<file path="src/rtl/ujb_pkg.sv">
package ujb_pkg;

    localparam int CNT_W   = 6;
    localparam int B_TCK   = 0;
    localparam int B_TMS   = 1;
    localparam int B_EN    = 2;
    localparam int B_SEL   = 3;
    localparam int B_TDI   = 4;
    localparam int B_LED   = 5;
    localparam int B_RBACK = 6;
    localparam int B_HDR   = 7;

    typedef enum logic [2:0] {
        ST_IDLE,
        ST_GETCMD,
        ST_USECMD,
        ST_SHIFT,
        ST_WRITE
    } ctl_state_e;

    typedef struct packed {
        logic tck;
        logic tms;
        logic en_n;
        logic sel_n;
        logic tdi;
        logic led;
    } pin_set_t;

    localparam pin_set_t PINS_RESET = '{tck: 1'b0, tms: 1'b0, en_n: 1'b1,
                                        sel_n: 1'b1, tdi: 1'b0, led: 1'b0};

    typedef struct packed {
        ctl_state_e       st;
        logic             rd_n;
        logic             wr;
        logic [7:0]       dout;
        logic [7:0]       cmd;
        logic [CNT_W-1:0] left;
        logic             rback;
        logic             keep;
        pin_set_t         pins;
    } ctl_reg_t;

    function automatic pin_set_t decode_pins(input logic [7:0] c);
        pin_set_t p;
        p.tck   = c[B_TCK];
        p.tms   = c[B_TMS];
        p.en_n  = c[B_EN];
        p.sel_n = c[B_SEL];
        p.tdi   = c[B_TDI];
        p.led   = c[B_LED];
        return p;
    endfunction

endpackage

</file>
<file path="src/rtl/ujb_shifter.sv">
module ujb_shifter #(
    parameter int HALF_CYCLES = 2
) (
    input  logic       clk,
    input  logic       rst_n,
    input  logic       start,
    input  logic [7:0] byte_in,
    input  logic       tdo,
    output logic       active,
    output logic       tck,
    output logic       tdi,
    output logic       done,
    output logic [7:0] cap
);
    localparam int PH_W = (HALF_CYCLES > 1) ? $clog2(HALF_CYCLES) : 1;
    localparam int HD_W = $clog2(HALF_CYCLES + 1) + 1;
    localparam logic [PH_W-1:0] PH_LAST = PH_W'(HALF_CYCLES - 1);

    typedef struct packed {
        logic            active;
        logic            tck;
        logic            tdi;
        logic            hi;
        logic [PH_W-1:0] ph;
        logic [2:0]      bitn;
        logic [7:0]      data;
        logic [7:0]      cap;
    } sh_reg_t;

    sh_reg_t q, d;

    always_comb begin
        d    = q;
        done = 1'b0;
        if (start) begin
            d.active = 1'b1;
            d.tck    = 1'b0;
            d.tdi    = byte_in[0];
            d.data   = byte_in;
            d.ph     = '0;
            d.hi     = 1'b0;
            d.bitn   = 3'd0;
        end else if (q.active) begin
            if (q.ph == PH_LAST) begin
                d.ph = '0;
                if (!q.hi) begin
                    d.tck = 1'b1;
                    d.hi  = 1'b1;
                    d.cap = {tdo, q.cap[7:1]};
                end else begin
                    d.tck = 1'b0;
                    d.hi  = 1'b0;
                    if (q.bitn == 3'd7) begin
                        d.active = 1'b0;
                        done     = 1'b1;
                    end else begin
                        d.bitn = q.bitn + 3'd1;
                        d.tdi  = q.data[q.bitn + 3'd1];
                    end
                end
            end else begin
                d.ph = q.ph + PH_W'(1);
            end
        end
    end

    always_ff @(posedge clk or negedge rst_n) begin
        if (!rst_n) q <= '0;
        else        q <= d;
    end

    assign active = q.active;
    assign tck    = q.tck;
    assign tdi    = q.tdi;
    assign cap    = q.cap;

    // Checker state: level duration and rise count, kept apart from the datapath
    logic [HD_W-1:0] hold_q;
    logic            tck_prev_q;
    logic [3:0]      rises_q;

    always_ff @(posedge clk or negedge rst_n) begin
        if (!rst_n) begin
            hold_q     <= '0;
            tck_prev_q <= 1'b0;
            rises_q    <= '0;
        end else begin
            tck_prev_q <= q.tck;
            if (q.tck != tck_prev_q) hold_q <= '0;
            else if (hold_q < HD_W'(HALF_CYCLES)) hold_q <= hold_q + HD_W'(1);
            if (start) rises_q <= '0;
            else if (q.tck && !tck_prev_q) rises_q <= rises_q + 4'd1;
        end
    end

    p_tck_width_r9: assert property (@(posedge clk) disable iff (!rst_n)
        (tck_prev_q != $past(tck_prev_q)) |-> ($past(hold_q) >= HD_W'(HALF_CYCLES - 1)))
        else $error("TCK level shorter than the minimum half period");

    p_tdi_hold_r6: assert property (@(posedge clk) disable iff (!rst_n)
        (q.active && q.tck && $past(q.tck)) |-> $stable(q.tdi))
        else $error("TDI moved while TCK was high");

    p_eight_rises_r6: assert property (@(posedge clk) disable iff (!rst_n)
        done |-> ((rises_q + 4'(q.tck && !tck_prev_q)) == 4'd8))
        else $error("data byte did not give eight TCK pulses");

endmodule

</file>
<file path="src/rtl/ujb_ctrl.sv">
module ujb_ctrl
    import ujb_pkg::*;
(
    input  logic       clk,
    input  logic       rst_n,
    input  logic       rx_ready_n,
    input  logic       tx_ready_n,
    input  logic [7:0] din,
    output logic       rd_n,
    output logic       wr,
    output logic [7:0] dout,
    input  logic       tdo,
    input  logic       status_n,
    input  logic       sh_done,
    input  logic [7:0] sh_cap,
    output logic       sh_start,
    output logic [7:0] sh_byte,
    output pin_set_t   pins
);
    ctl_reg_t q, d;

    always_comb begin
        d        = q;
        d.rd_n   = 1'b1;
        d.wr     = 1'b0;
        sh_start = 1'b0;
        unique case (q.st)
            ST_IDLE: begin
                if (!rx_ready_n) begin
                    d.rd_n = 1'b0;
                    d.st   = ST_GETCMD;
                end
            end
            ST_GETCMD: begin
                d.cmd = din;
                d.st  = ST_USECMD;
            end
            ST_USECMD: begin
                if (q.left != '0) begin
                    sh_start = 1'b1;
                    d.st     = ST_SHIFT;
                end else if (q.cmd[B_HDR]) begin
                    d.left     = q.cmd[CNT_W-1:0];
                    d.rback    = q.cmd[B_RBACK];
                    d.pins.tck = 1'b0;
                    d.st       = ST_IDLE;
                end else begin
                    d.pins = decode_pins(q.cmd);
                    d.keep = 1'b0;
                    d.st   = q.cmd[B_RBACK] ? ST_WRITE : ST_IDLE;
                end
            end
            ST_SHIFT: begin
                if (sh_done) begin
                    d.left = q.left - CNT_W'(1);
                    if (q.rback) begin
                        d.dout = sh_cap;
                        d.keep = 1'b1;
                        d.st   = ST_WRITE;
                    end else begin
                        d.st = ST_IDLE;
                    end
                end
            end
            ST_WRITE: begin
                if (!tx_ready_n) begin
                    d.wr = 1'b1;
                    if (!q.keep) d.dout = {6'b0, status_n, tdo};
                    d.st = ST_IDLE;
                end
            end
            default: d.st = ST_IDLE;
        endcase
    end

    always_ff @(posedge clk or negedge rst_n) begin
        if (!rst_n) begin
            q <= '{st: ST_IDLE, rd_n: 1'b1, wr: 1'b0, dout: 8'h00, cmd: 8'h00,
                   left: '0, rback: 1'b0, keep: 1'b0, pins: PINS_RESET};
        end else begin
            q <= d;
        end
    end

    assign rd_n    = q.rd_n;
    assign wr      = q.wr;
    assign dout    = q.dout;
    assign pins    = q.pins;
    assign sh_byte = q.cmd;

    p_rd_single_r2: assert property (@(posedge clk) disable iff (!rst_n)
        !q.rd_n |=> q.rd_n)
        else $error("read strobe longer than one cycle");

    p_rd_needs_data_r2: assert property (@(posedge clk) disable iff (!rst_n)
        $fell(q.rd_n) |-> $past(!rx_ready_n))
        else $error("read strobe without data available");

    p_wr_single_r8: assert property (@(posedge clk) disable iff (!rst_n)
        q.wr |=> !q.wr)
        else $error("write strobe longer than one cycle");

    p_wr_room_r8: assert property (@(posedge clk) disable iff (!rst_n)
        q.wr |-> $past(!tx_ready_n))
        else $error("write strobe while the host FIFO was full");

endmodule

</file>
<file path="src/rtl/usb_jtag_bridge.sv">
module usb_jtag_bridge
    import ujb_pkg::*;
#(
    parameter int HALF_CYCLES = 2
) (
    input  logic       clk,
    input  logic       rst_n,
    input  logic       host_rx_ready_n,
    input  logic       host_tx_ready_n,
    output logic       host_rd_n,
    output logic       host_wr,
    input  logic [7:0] host_din,
    output logic [7:0] host_dout,
    output logic       jtag_tck,
    output logic       jtag_tms,
    output logic       jtag_tdi,
    input  logic       jtag_tdo,
    output logic       cfg_en_n,
    output logic       cfg_sel_n,
    input  logic       cfg_status_n,
    output logic       led
);
    pin_set_t   pins;
    logic       sh_start, sh_done, sh_active, sh_tck, sh_tdi;
    logic [7:0] sh_byte, sh_cap;

    ujb_ctrl u_ctrl (
        .clk        (clk),
        .rst_n      (rst_n),
        .rx_ready_n (host_rx_ready_n),
        .tx_ready_n (host_tx_ready_n),
        .din        (host_din),
        .rd_n       (host_rd_n),
        .wr         (host_wr),
        .dout       (host_dout),
        .tdo        (jtag_tdo),
        .status_n   (cfg_status_n),
        .sh_done    (sh_done),
        .sh_cap     (sh_cap),
        .sh_start   (sh_start),
        .sh_byte    (sh_byte),
        .pins       (pins)
    );

    ujb_shifter #(.HALF_CYCLES(HALF_CYCLES)) u_shifter (
        .clk     (clk),
        .rst_n   (rst_n),
        .start   (sh_start),
        .byte_in (sh_byte),
        .tdo     (jtag_tdo),
        .active  (sh_active),
        .tck     (sh_tck),
        .tdi     (sh_tdi),
        .done    (sh_done),
        .cap     (sh_cap)
    );

    assign jtag_tck  = sh_active ? sh_tck : pins.tck;
    assign jtag_tdi  = sh_active ? sh_tdi : pins.tdi;
    assign jtag_tms  = pins.tms;
    assign cfg_en_n  = pins.en_n;
    assign cfg_sel_n = pins.sel_n;
    assign led       = pins.led;

endmodule

</file>
<file path="config.mk">
export PLATFORM = sky130hd
export DESIGN_NAME = usb_jtag_bridge
export DESIGN_NICKNAME = d
export VERILOG_FILES = /design/src/rtl/ujb_pkg.sv /design/src/rtl/ujb_shifter.sv /design/src/rtl/ujb_ctrl.sv /design/src/rtl/usb_jtag_bridge.sv
export SDC_FILE = /design/constraint.sdc
export NUM_CORES = 1
export LEC_CHECK = 0
export ABC_AREA = 1
export BUFFER_PORTS_ARGS = -buffer_cell sky130_fd_sc_hd__buf_2
export CAP_MARGIN = 5
export CORE_MARGIN = 2
export CORE_UTILIZATION = 53
export CTS_CLUSTER_SIZE = 20
export DETAILED_ROUTE_END_ITERATION = 10
export GPL_ROUTABILITY_DRIVEN = 0
export PLACE_DENSITY = 0.88
export SYNTH_ARGS = -nofsm -noshare
export SYNTH_HDL_FRONTEND = slang
export SYNTH_SLANG_ARGS = --single-unit
export TNS_END_PERCENT = 10
</file>
<file path="constraint.sdc">
create_clock -name clk -period 1.6 [get_ports clk]
set_input_delay 0.32 -clock clk [delete_from_list [all_inputs] [get_ports clk]]
set_output_delay 0.32 -clock clk [all_outputs]
set_load 0.05 [all_outputs]
</file>
# ---- After elaboration in Yosys (flattened, before gate mapping)
# Cells that the tools add are included.
dict set report op_classes {
  n_addsub 3
  magnitude_cmp 1
  n_eq_ne 14
  muxes 48
  n_bitwise 4
  reduce_logical 17
}
# op n
set op_table {}
lappend op_table {{$mux 8} 5}
lappend op_table {{$mux 3} 9}
lappend op_table {{$mux 1} 22}
lappend op_table {{$pmux 8 s2} 1}
lappend op_table {{$pmux 3 s5} 1}
lappend op_table {{$mux 14} 1}
lappend op_table {{$ne 2x2->1 const B} 7}
lappend op_table {{$pmux 6 s2} 1}
lappend op_table {{$reduce_and 4->1} 3}
lappend op_table {{$reduce_and 5->1} 2}
lappend op_table {{$reduce_bool 2->1} 5}
lappend op_table {{$mux 9} 1}
lappend op_table {{$reduce_and 3->1} 3}
lappend op_table {{$mux 4} 2}
lappend op_table {{$mux 7} 1}
lappend op_table {{$eq 3x2->1 const B} 2}
lappend op_table {{$eq 3x3->1 const B} 2}
lappend op_table {{$mux 6} 1}
lappend op_table {{$reduce_bool 6->1} 1}
lappend op_table {{$sub 6x1->6 const B} 1}
lappend op_table {{$mux 5} 1}
lappend op_table {{$lt 3x4->1 const B} 1}
lappend op_table {{$ne 2x1->1 const B} 2}
lappend op_table {{$not 1->1} 4}
lappend op_table {{7 further kinds} 8}
dict set report word_totals {
  ff_bits 59
  inputBits 14
  output_inout_bits 16
}

# ---- Depth between registers and ports, before layout
# Gate-level depths: netlist of run 1.
dict set report logic_depth {
  word_depth 8
  ltp_mapped 10
}

# ---- Cells and area by module
# Synthesis of run 1 repeated with hierarchy kept, for this count alone.
dict set report unflattened {
  cells_unflattened 374
  area_unflattened_um2 3174.3
}
# module n_inst cells_each area_per_inst_um2 seq_area_each_um2
set modules_own_cells {}
lappend modules_own_cells {ujb_ctrl 1 235 2011.9 879.6}
lappend modules_own_cells {ujb_shifter 1 132 1136.1 575.6}
lappend modules_own_cells {usb_jtag_bridge 1 7 26.3 0.0}

# ---- Worst setup path before layout of run 1
# Ideal clock, no wire load.
dict set report synth_path {
  kind {reg-to-output}
  start {reg u_shifter.q (netlist bit u_shifter.active)}
  end {out jtag_tck}
  t_arrival_ns 1.546
  required_ns 1.280
  setup_slack_ns -0.266
  stages_incl_launch_ff 3
  n_path_buf 0
  path_cell_list {dfrtp_1 > inv_1 > o21ai_0}
}
dict set report synth_via {
  elab_chain_cells 1
}
# item line_no
set synth_lines {}
lappend synth_lines {{start: declaration} ujb_shifter.sv:30} ;# sh_reg_t q, d;
lappend synth_lines {{start signal: assignment} ujb_shifter.sv:68} ;# if (!rst_n) q <= '0;
lappend synth_lines {{start signal: assignment} ujb_shifter.sv:69} ;# else q <= d;
lappend synth_lines {{$mux 1} usb_jtag_bridge.sv:58} ;# assign jtag_tck = sh_active ? sh_tck : pins.tck;
lappend synth_lines {{end: declaration} usb_jtag_bridge.sv:14} ;# output logic jtag_tck,
# No other way between the ends.

# ---- Final worst setup path of run 1
dict set report layout_path {
  start {reg u_shifter.q (netlist bit u_shifter.active)}
  end {out jtag_tdi}
}
dict set report layout_via {
  elab_chain_cells 1
}
# item line_no
set layout_lines {}
lappend layout_lines {{$mux 1} usb_jtag_bridge.sv:59} ;# assign jtag_tdi = sh_active ? sh_tdi : pins.tdi;
lappend layout_lines {{end: declaration} usb_jtag_bridge.sv:16} ;# output logic jtag_tdi,
# No other way between the ends.

==> run summary, run 1 <==
outcome: finished with violations
failing checks: hold timing
GR Overflow Total: 0
Residual DRC: 0
# IOs: 30
M3 GR Usage: 0.04138
post-synth cell types: 31
Final Setup Violations: 0
Reg clk slew, reported paths: 0.06 ns
DIE HEIGHT: 78.23 um
Power Density: 2456 nW/um^2
Max Clock Freq: 0.6535 GHz
global-route wire length before repair: 10030 um
Post-Syn Instances: 344
Worst Slack Setup Final: 0.06975 ns
Final #Nets: 399
initial antenna violation count: 0
Max Slew Vio Count: 0
Max transition margin: 0.8047
Total GRT Usage: 0.2076
CTS root buf: clkbuf_8
Yosys Warn Count: 0
Max stage delay cell, worst path: dfrtp_1
non-filler cells, final: 459
CTS Buffer Depth: 2
mapped cell area: 2920 um^2
worst setup path class: flip-flop to output port
crit path time final: 1.530 ns
post-synthesis to final-layout area growth: 17.22%
maximum vdd drop: 1.356 mV
RSZ-0062 raised after global routing: yes
routed len/inst: 12.76 um
via count: 2372
syn avg cell area: 8.489 um^2
met2 Use GR: 0.3560
largest net degree at the start of global routing: 59
initial drt markers: 143
CTS buffer count: 9
die width: 78.23 um
port bufs: 29
Hold Buf Count CTS: 0
Tightest Pin Transition: 0.2918 ns
Top cell by count, worst path: nand2_1
final number of hold-violating endpoints: 30
Mapped Nets: 361
clk_lat worst skew: 0.33 ns
Tightest Hold Check Type: primary input to asynchronous set/reset pin
Pleak: 1.757 nW
setup slack at placement: 0.01262 ns
gr busiest metal: met2
DRT Pass-1 Iters: 4
placed cells: 440
share of cells above drive strength 1: 0.2687
critical path cell sequence: inv_2 > nand2_1 > nand2_1 > clkbuf_4
register area share after synthesis: 0.4983
die area: 6120 um^2
crit path max fanout: 5
period utilization: 0.9564
H-tree depth: 3
clock sinks: 58
Core Box Area: 5405 um^2
# rows: 27
critical path data arrival time: 1.21 ns
critical path required time: 1.28 ns
vias in the first global route: 2286
drt total wl: 5855 um
post-DP HPWL: 4118 um
ant diodes: 0
synthesis-stage register bit count: 58
max cap viols: 0
Initial Util: 0.5403
met1 Resource Use GR: 0.2526
Vias/cell: 5.168
slowest stage delay, CP: 0.43 ns
CTS tree: built
Layout Skew: 0.009406 ns
crit start category: flip-flop
ANT nets after route: 0
final hold slack: -0.01219 ns
Critical Path Sink Type: output port
## per-layer routing
metal	part of all wire	wire length [um]
met5	0	0
met4	0.027	157
met3	0.045	262
met2	0.50	2951
met1	0.42	2484
## through the flow
stage / setup TNS, ns / power [mW] / area [um^2] / hold slack (ns) / util
2_1_floorplan: 0 / 5.970 / 2920 / 0.02441 / -
3_3_place_gp: 0 / 6.452 / 3109 / 0.3430 / 0.5752
3_5_place_dp: 0 / 6.659 / 3109 / 0.3541 / 0.5752
4_1_cts: 0 / 8.137 / 3322 / 0.0004762 / 0.6146
5_1_grt: -0.06021 / 9.078 / 3423 / 0.01230 / 0.6333
6_report: 0 / 8.406 / 3423 / -0.01219 / 0.6333
## cell families after synthesis
logic type	share of synthesized area
buf+inv	0.09983
mux	0.003856
flops	0.4983
fa+ha+maj	0.01285
compound gates	0.1127
simple gates	0.2725
## worst paths after layout
kind / from / slack (ns) / end / cells past startpoint
worst max register to register: u_shifter.q[16] / 0.10 / u_ctrl.q[12] / 8
worst min-delay path: rst_n / -0.01 / u_ctrl.dout[4] / 2
worst max-delay path: u_shifter.active / 0.07 / jtag_tdi / 4
worst min register to register: u_ctrl.pins[2] / 0.48 / u_ctrl.pins[2] / 2
max in group asynchronous: rst_n / 1.32 / u_ctrl.rd_n / 2
min in group clk: host_tx_ready_n / 0.19 / u_ctrl.wr / 2
## layout make-up
cell class              count  area, um^2
clock buffers              13       138.9
clock inverters             3       65.06
fillers                   469        1982
inverters                  42       167.7
multi-input cells         232        1265
flip-flops and latches     58        1455
well taps                  72       90.09
repair buffers             39       241.5
## flip-flops by register name, summed over array words and instances (netlist names)
name              count
u_shifter.tdi         1
u_shifter.cap         8
u_shifter.active      1
u_ctrl.sh_byte        8
u_ctrl.pins           6
u_ctrl.q             11
u_ctrl.rd_n           1
u_ctrl.wr             1
u_shifter.q          13
u_ctrl.dout           8
## critical path, delay by kind of cell, from the launching register on
kind | cells | cell delay [ns]
simple gates | 2 | 0.11
buf+inv | 2 | 0.34
flops | 1 | 0.43
## power by group
part / switching [mW] / internal (mW) / total, mW / leakage [nW]
logic: 2.90 / 1.43 / 4.33 / 0.950
registers: 0.483 / 2.17 / 2.65 / 0.705
clock network: 0.546 / 0.877 / 1.42 / 0.102
## layout by cell type, fill, tap and decap left out, types with 2 or more instances in the layout
cell,Yosys,layout
nor2_1,23,22
nand3_1,25,25
nand2_4,4,5
o211ai_1,2,2
nand2_1,100,96
o21ai_2,12,13
buf_2,1,27
nand2_2,8,11
bufinv_16,0,2
dfstp_2,3,3
nor3_1,2,2
ha_4,0,3
nor2_2,3,5
buf_4,9,9
clkbuf_8,0,9
o21ai_1,5,7
inv_2,2,3
inv_6,1,2
a21oi_1,12,12
nand4_1,3,3
clkbuf_1,0,4
nand3_4,2,2
o21ai_0,20,17
dfrtp_1,55,55
inv_1,38,37
## cell usage after synthesis (all sizes together)
| cell | number | area share |
|---|---|---|
| nand3 | 28 | 0.058 |
| dfrtp | 55 | 0.47 |
| dfstp | 3 | 0.027 |
| a21oi | 13 | 0.026 |
| mux2 | 1 | 0.0039 |
| ha | 3 | 0.013 |
| o21bai | 1 | 0.0026 |
| nand4 | 3 | 0.0064 |
| buf | 14 | 0.043 |
| o21ai | 37 | 0.079 |
| inv | 42 | 0.057 |
| nor2 | 27 | 0.040 |
| nand2 | 112 | 0.16 |
| o211ai | 2 | 0.0051 |
| nor3 | 3 | 0.0069 |
## repair_timing
item | CTS | global route
pin swaps | 1 | 3
gates cloned | 0 | 2
setup buffers | 0 | 1
setup endpoints to repair | 2 | 28
resized for setup | 3 | 19
Note: power is estimated with default switching activity, not from simulation.
==> inputs of run 2 (changes only) <==
- CORE_UTILIZATION: 53 -> 60
- PLACE_DENSITY: 0.88 -> 0.93
- SYNTH_HIERARCHICAL: unset -> 1
- clock period: 1.6 -> 1.9 ns (I/O delays scaled with it)
==> run summary, run 2 <==
syn avg cell area: 8.487 um^2 (about the same)
CTS Buffer Depth: 2 (unchanged)
maximum vdd drop: 0.9394 mV (-31%)
Final #Nets: 407 (+2.0%)
commonest cells in the netlist: nand2_1 (123), dfrtp_1 (55), buf_4 (31)
Power Density: 1934 nW/um^2 (-21%)
worst reg-to-reg setup slack: 0.08 ns (-0.02 ns)
Max transition margin: 0.6499 (-0.1549)
Critical Path Sink Type: flip-flop
critical path required time: 2.14 ns (+0.86 ns)
RR Endpoint: u_ctrl/q[6]
Synth area leaders: dfrtp_1 (43%), nand2_1 (15%), buf_4 (7.3%)
Layout Skew: 0.009413 ns (+0.000007020 ns)
post-DP HPWL: 4178 um (+1.5%)
Residual DRC: 0 (unchanged)
placed cells: 443 (+0.68%)
share of cells above drive strength 1: 0.2766 (+0.007916)
outcome: finished clean
initial antenna violation count: 0 (unchanged)
ys async rst share: 1.000 (unchanged)
# fillers: 381 (-19%)
final number of hold-violating endpoints: 0 (-100%)
global-route wire length before repair: 10540 um (+5.2%)
H-tree depth: 3 (unchanged)
most common cell after layout, fill and taps aside: nand2_1
Reg with most FFs: u_shifter/q
via count: 2427 (+2.3%)
area leader, netlist: dfrtp_1
clock sinks: 58 (unchanged)
post-synth cell types: 34 (+9.7%)
# IOs: 30 (unchanged)
post-synthesis to final-layout area growth: 9.736%
crit path time final: 1.821 ns
DRT Pass-1 Iters: 4 (unchanged)
Top FF cell, synth: dfrtp_1
synthesis-stage register bit count: 58 (unchanged)
die area: 5888 um^2 (-3.8%)
Worst Setup SP: u_ctrl/q[8]
EDFF count, synth: 0 (unchanged)
mapped cell area: 3174 um^2 (+8.7%)
period utilization: 0.9584
RSZ-0062 raised after global routing: yes
critical path data arrival time: 2.06 ns (+0.85 ns)
reg-to-reg critical path startpoint: u_ctrl/q[8]
drt total wl: 6257 um (+6.9%)
ant diodes: 0 (unchanged)
Initial Util: 0.6215 (+0.08123)
Max Clock Freq: 0.5491 GHz
worst setup path class: flip-flop to flip-flop
Total GRT Usage: 0.2295 (+0.02186)
Max Slew Vio Count: 0 (unchanged)
# rows: 26 (-3.7%)
routed len/inst: 13.48 um (+5.7%)
register area share after synthesis: 0.4584 (-0.03987)
Vias/cell: 5.231 (+1.2%)
Post-Syn Instances: 374 (+8.7%)
non-filler cells, final: 464 (+1.1%)
Core Box Area: 5107 um^2 (-5.5%)
CTS buffer count: 9 (unchanged)
Tightest Hold Check Type: primary input to asynchronous set/reset pin
cell depth of the worst flop-to-flop path: 16 (+8)
port bufs: 29 (unchanged)
DIE HEIGHT: 76.74 um (-1.9%)
CTS tree: built
Tightest Pin Transition: 0.5239 ns (+0.2321 ns)
clk_lat worst skew: 0.35 ns (+0.02 ns)
most numerous cell in the Yosys netlist: nand2_1
CTS root buf: clkbuf_8
Pleak: 1.883 nW (+7.2%)
slowest stage delay, CP: 0.38 ns (-0.05 ns)
max reg flops: 13 (unchanged)
Yosys Warn Count: 6 (+6)
Mapped Nets: 392 (+8.6%)
ANT nets after route: 0 (unchanged)
initial drt markers: 193 (+35%)
Max stage delay cell, worst path: dfrtp_1
largest net degree at the start of global routing: 59 (unchanged)
die width: 76.74 um (-1.9%)
top flop regs: u_shifter/q: 13 flops, u_ctrl/q: 11 flops
critical path cell sequence: inv_2 > ha_4 > nand2_4 > nor2_4 > inv_2 > nand2_4 > inv_2 > inv_2 > nand2_2 > nor2_4 > buf_4 > nand3_1 > nand2_1 > nand2_1 > nand2_1 > nand2_1
vias in the first global route: 2383 (+4.2%)
Reg clk slew, reported paths: 0.07 ns (about the same)
most frequent cells in the layout: nand2_1 (120), dfrtp_1 (55), buf_2 (29)
Final Setup Violations: 0 (unchanged)
post-synth top area share: 0.4336 (-0.03771)
GR Overflow Total: 0 (unchanged)
crit path max fanout: 7 (+2)
crit start category: flip-flop
Post-Route Setup TNS: 0 ns (unchanged)
max cap viols: 0 (unchanged)
[run 2: changes by cell type after synthesis, sizes merged, moves of 3 or more]
cell	delta
inv	-8
nand3b	+10
o21ai	-16
buf	+22
nor3	-3
a21oi	-6
nand2	+22
mux2	+4
[run 2: worst max-delay path, delay by kind of cell (launching register included)]
| kind | cells | cell delay, ns |
|---|---|---|
| simple gates | 10 | 0.79 |
| flops | 1 | 0.38 |
| buf+inv | 5 | 0.38 |
| fa+ha+maj | 1 | 0.16 |
[run 2: where the power goes]
| group | total, mW | switching [mW] | internal (mW) |
|---|---|---|---|
| clock network | 1.15 | 0.514 | 0.639 |
| registers | 2.21 | 0.413 | 1.79 |
| logic | 3.38 | 2.24 | 1.14 |
[run 2: worst max-delay path by stage]
stage | depth (start not counted) | slack [ns] | end
after floorplan | 18 | 0.004 | u_ctrl/q[11]
after global placement | 16 | 0.17 | u_ctrl/q[8]
after detailed placement | 15 | 0.07 | u_ctrl/q[12]
after CTS | 15 | 0.05 | u_ctrl/q[13]
after global routing | 16 | -0.05 | u_ctrl/q[9]
final | 16 | 0.08 | u_ctrl/q[6]
[run 2: stage by stage]
stage	area (um^2)	worst slack (ns)	hold WS [ns]	util	total power, mW
4_1_cts	3421	0.05021	0.02523	0.6698	6.626
3_5_place_dp	3217	0.07164	0.4033	0.6298	5.427
3_3_place_gp	3217	0.1673	0.4004	0.6298	5.273
6_report	3483	0.07899	0.01132	0.6820	6.735
5_1_grt	3483	-0.05049	0.03538	0.6820	7.238
2_1_floorplan	3197	0.004221	0.08441	-	5.135
[run 2: kinds of logic after synthesis]
| group | after synthesis | synth area share |
|---|---|---|
| buffers and inverters | 72 | 0.1301 |
| AND/OR/NAND/NOR | 204 | 0.3102 |
| adder cells (fa/ha/maj) | 4 | 0.01577 |
| AO/OA/AOI/OAI | 31 | 0.06425 |
| multiplexers | 5 | 0.02128 |
| flip-flops | 58 | 0.4584 |
[run 2: cell type report]
| cell class | instances | area, um^2 | area share |
|---|---|---|---|
| clock buffer | 10 | 137.6 | 0.03951 |
| tap | 70 | 87.58 | 0.02514 |
| timing repair buffer | 40 | 240.2 | 0.06897 |
| sequential | 58 | 1455 | 0.4177 |
| clock inverter | 6 | 66.31 | 0.01904 |
| multi-input combinational | 244 | 1354 | 0.3886 |
| inverter | 36 | 142.6 | 0.04095 |
[run 2: routing by layer]
| metal | wire length, um | GRT usage | vias to the layer above | share of wire |
|---|---|---|---|---|
| met5 | 0 | 0 | - | 0 |
| met4 | 181 | 0.1145 | 0 | 0.029 |
| met3 | 318 | 0.08000 | 16 | 0.051 |
| met2 | 2995 | 0.3675 | 67 | 0.48 |
| met1 | 2761 | 0.2752 | 1162 | 0.44 |
| li1 | - | - | 1182 | - |
[run 2: what timing repair did]
item	in CTS	in global routing
resized for setup	0	8
setup buffers	0	5
endpoints found under the setup margin	0	21
hold buffers	0	0
